==> config.mk <==
export PLATFORM = sky130hd
export DESIGN_NAME = wake_event_flags
export DESIGN_NICKNAME = d
export VERILOG_FILES = /design/src/rtl/wake_event_flags.sv
export SDC_FILE = /design/constraint.sdc
export NUM_CORES = 1
export LEC_CHECK = 0
export BUFFER_PORTS_ARGS = -buffer_cell sky130_fd_sc_hd__buf_2
export CORE_AREA = 5 5 42 44
export CTS_BUF_LIST = sky130_fd_sc_hd__clkbuf_4
export CTS_CLUSTER_DIAMETER = 80
export DETAILED_ROUTE_END_ITERATION = 10
export DIE_AREA = 0 0 47 49
export PLACE_DENSITY = 0.67
export SLEW_MARGIN = 5
export SYNTH_ARGS = -nofsm -noshare
export SYNTH_HDL_FRONTEND = slang
export SYNTH_SLANG_ARGS = --single-unit
==> constraint.sdc <==
create_clock -name clk -period 1.4 [get_ports clk]
set_input_delay 0.21 -clock clk [delete_from_list [all_inputs] [get_ports clk]]
set_output_delay 0.21 -clock clk [all_outputs]
set_load 0.01 [all_outputs]
==> src/rtl/wake_event_flags.sv <==
module wake_event_flags (
  input  logic       clk,
  input  logic       rst_n,
  input  logic [1:0] wake_cause,
  input  logic       btn,
  input  logic       pll_ok,
  input  logic       xfer_evt,
  input  logic [1:0] fwcol_evt,
  input  logic       autowake_evt,
  input  logic       lowpwr_req,
  input  logic       wr_en,
  input  logic [7:0] wr_data,
  output logic [7:0] rd_data
);
  localparam logic [7:0] USED_MASK = 8'hFD;

  logic [7:0] flags;
  logic       btn_q;
  logic       pll_q;
  logic [7:0] hw_set;
  logic [7:0] clr;

  assign hw_set = {pll_q & ~pll_ok, pll_ok & ~pll_q, autowake_evt, btn & ~btn_q,
                   fwcol_evt[1], fwcol_evt[0], 1'b0, xfer_evt};
  assign clr    = (wr_en ? ~wr_data : 8'h00) | {3'b000, lowpwr_req, 4'b0000};

  always_ff @(posedge clk) begin
    if (!rst_n) begin
      flags <= {2'b00, wake_cause[1], wake_cause[0], 4'h0};
      btn_q <= 1'b1;
      pll_q <= 1'b0;
    end else begin
      flags <= (hw_set | (flags & ~clr)) & USED_MASK;
      btn_q <= btn;
      pll_q <= pll_ok;
    end
  end

  assign rd_data = flags;
endmodule


* Word level (Yosys, flattened, before mapping) *
Index checks and enable logic that the tools add are counted.

storage, ports and cells
  register bits after elaboration = 10
  latch bits = 0
  memory bits (writable) = 0
  ROM bits = 0
  word-level logic and storage cells = 17
  memories kept = 0

cells by class
  add/sub/neg operators = 0
  multipliers = 0
  div/mod/pow operators = 0
  order comparisons = 0
  equality and inequality tests = 0
  shift operators = 0
  muxes and demuxes = 2
  bitwise operators = 11
  reduce and logical (&&, ||, !) cells = 0

operators by type and width
  cell         number
  $not 8->8    2
  $and 8x8->8  1
  $mux 8       1
  $or 8x5->8   1
  $or 8x8->8   1
  $mux 6       1
  $and 1x1->1  3
  $not 1->1    3

* Depth between registers and ports, before layout *
  word-level depth = 7
  mapped depth = 3
  mapped depth without buffers = 3

* Worst setup path after synthesis *
OpenSTA, ideal clock, no wires.

  kind = register -> register
  start = register flags[4], in the netlist rd_data[4]
  end = register flags[4], in the netlist rd_data[4]
  library setup time = 0.074 ns
  arrival = 0.591 ns
  setup slack = 0.735 ns
  stages on the path, launching flop included = 3
  buffers on the path = 0
  period minus slack after synthesis = 0.665 ns
  cells stage by stage = dfxtp_1 -> o211ai_2 -> a31oi_1

on the way
  longest elaborated chain between the ends = 3

ends and longest elaborated chain
  element                 RTL line  source
  from (decl)             17        logic [7:0] flags;
  from (signal assigned)  29        flags <= {2'b00, wake_cause[1], wake_cause[0], 4'h0};
  from (signal assigned)  33        flags <= (hw_set | (flags & ~clr)) & USED_MASK;
  $and 8x8->8             33
  $or 8x8->8              33
  $mux 6                  28        if (!rst_n) begin

Every way passes these cells.
A chain may end at the register's enable or synchronous reset.

* Worst setup path in the final report *
  start = register flags[4], in the netlist rd_data[4]
  end = output rd_data[4]

RTL lines
  element    RTL line  source
  to (decl)  13        output logic [7:0] rd_data

No word-level cell between the ends.

==> out/summary.md <==
* **run status** finished, final reports clean
* **largest net degree at the start of global routing** 12
* **number of nets still failing antenna checks after routing** 0
* **Reg clk slew, reported paths** 0.06 ns
* **first-pass GRT wire length** 1190 µm
* **part of the Yosys area used for sequential elements** 50.9%
* **RSZ-0062 raised after global routing** false
* **Core Box Area** 1400 µm²
* **Layout Area Growth over Synthesis** 45.2%
* **leading area contributor after synthesis** dfxtp_1
* **htree depth** 1
* **origin of the critical flop-to-flop path** rd_data[4]$_DFF_P_
* **fraction of final layout cells sized beyond drive strength 1** 47.0%
* **kind of cell with the highest combined delay on the critical path** flip-flops
* **average vias per placed instance** 4.18
* **share of the core filled with cells** 36.7%
* **vias in the first global route** 289
* **number of buffers inserted during clock tree synthesis** 3
* **gr usage total** 7.43%
* **Yosys warnings** 0
* **number of clock sinks** 9
* **total gr overflow** 0
* **peak fanout along the critical path** 2
* **number of distinct standard cells referenced by the synthesized netlist** 13
* **global routing usage on met3** 4.80%
* **post-synth net total** 59
* **Yosys top cell area share** 50.9%
* **CP arrival** 0.75 ns
* **cell with the largest stage delay on the worst path** dfxtp_1
* **number of antenna violations at the first check in global routing** 0
* **maximum achievable frequency** 1050 MHz
* **total die area** 2300 µm²
* **routability cong.** 0.667
* **Post-Synthesis Mean Instance Area** 9.08 µm²
* **count of inserted antenna diode cells** 0
* **TritonCTS clock tree** yes
* **Netlist Area Pre-Place** 354 µm²
* **cell row count** 14
* **wirelength, routed** 828 µm
* **Max Buffers Root-to-Sink** 2
* **final critical delay including setup and external delays** 0.955 ns
* **hold bufs inserted after CTS** 0
* **starting DRC count in detailed routing** 3
* **num ports** 28
* **first-pass detailed-route iteration total** 4
* **clock network latency to the later pin of the worst-skew pair** 0.25 ns
* **Yosys reg bits** 9
* **Crit Path Category** flop to output port
* **critical path data required time** 1.19 ns
* **sort of element at the end of the critical path** output port
* **highest-count cells in the layout ignoring fill and taps** buf_2 (25), dfxtp_1 (9), o21ai_0 (6)
* **leakage dissipation** 0.272 nW
* **via count** 343
* **Setup violations, final** 0
* **half-perimeter wire length of the detailed placement result** 637 µm
* **largest clock skew in the final design** 0.000199 ns
* **Worst VDD drop** 349 µV
* **post-cts resize count** 0
* **post-route clock period utilization** 68.2%
* **met2 demand-to-capacity share in global routing** 8.82%
* **I/O Buffers** 25
* **class of the worst hold path** primary input to flop
* **number of standard cells in the layout, taps in and fillers out** 82
* **maximum capacitance violations** 0
* **clock root buffer** clkbuf_4
* **count of nets after finishing** 87
* **Power Density** 1130 nW/µm²
* **leading cell type in the layout, fill and taps excluded** buf_2
* **global-route track usage on met1** 9.80%
* **post-detailed-route wirelength per cell** 10.1 µm
* **setup total negative slack** 0 ns
* **Synth area leaders** dfxtp_1 (51%), a21boi_1 (11%), o21ai_0 (8.5%), inv_1 (5.3%), nand2b_1 (5.3%)
* **post-detailed-route DRC marker count** 0
* **launching element of the worst setup path** rd_data[4]$_DFF_P_
* **Horiz. Die Dim** 47 µm
* **delay contributed by the slowest stage of the critical path** 0.35 ns
* **worst path buffer plus inverter count** 1
* **post-CTS setup buffer count** 0
* **Final Max Tran Viols** 0
* **Starting Density** 25.3%
* **number of endpoints with negative hold slack in the final report** 0
* **startpoint type of the worst setup path** flop
* **Die Ht** 49 µm
* **total placed cells including tap cells** 78
* **GRT busiest layer** met1
* **Cell Chain, Critical Path** buf_2
* **number of instances in the synthesized netlist** 39
* **startpoint of the most critical hold path** btn
## cells in the mapped netlist
master and number:
or2b_1 1, nor2_1 2, a31oi_1 2, and2_1 1, dfxtp_1 9, o211ai_2 1, conb_1 1, inv_2 1
o21ai_0 6, a21boi_1 5, inv_1 5, nand2b_1 3, buf_4 2
## layout make-up
cell class,instances,area (µm²)
multi-input cells,22,136
repair buffers,25,125
inverters,6,22.5
well taps,16,20.0
flip-flops and latches,9,180
clock buffers,4,30.0
fillers,166,887
## metal layers
metal	share of wire [%]	wire (µm)	vias to the layer above
met5	0	0	-
met3	17	143	0
met1	42	345	144
met4	0	0	0
met2	41	340	22
li1	-	-	177
## through the flow
step	hold slack (ns)	power [mW]	setup WS, ns	area (µm²)
final	0.144	0.580	0.445	514
after global routing	0.139	0.614	0.400	514
after CTS	0.129	0.597	0.430	514
after detailed placement	0.414	0.368	0.632	484
after global placement	0.402	0.366	0.656	484
after floorplan	0.306	0.328	0.735	354
## flip-flops by register name, summed over array words and instances (netlist names)
register	flops
btn_q	1
pll_q	1
rd_data	7
## final timing paths
path	to	slack, ns	cells after the start
max	rd_data[4]	0.44	1
max reg2reg	rd_data[4]$_DFF_P_	0.75	2
min	btn_q$_SDFF_PN1_	0.14	2
min reg2reg	rd_data[7]$_SDFF_PN0_	0.46	2
## power breakdown
group	switching (mW)	internal [mW]	total, mW
clock network	0.0896	0.129	0.219
registers	0.00753	0.274	0.282
logic	0.0373	0.0428	0.0801
## cell families (layout without fill, tap and decap cells)
logic type	Yosys count	count (layout)	synth area share (%)
other	1	1	1.06
buffers and inverters	8	35	10.6
DFF	9	9	50.9
AOI/OAI and AO/OA	14	14	26.1
and+or+nand+nor	7	7	11.3
Power figures use the tool's default switching activity.
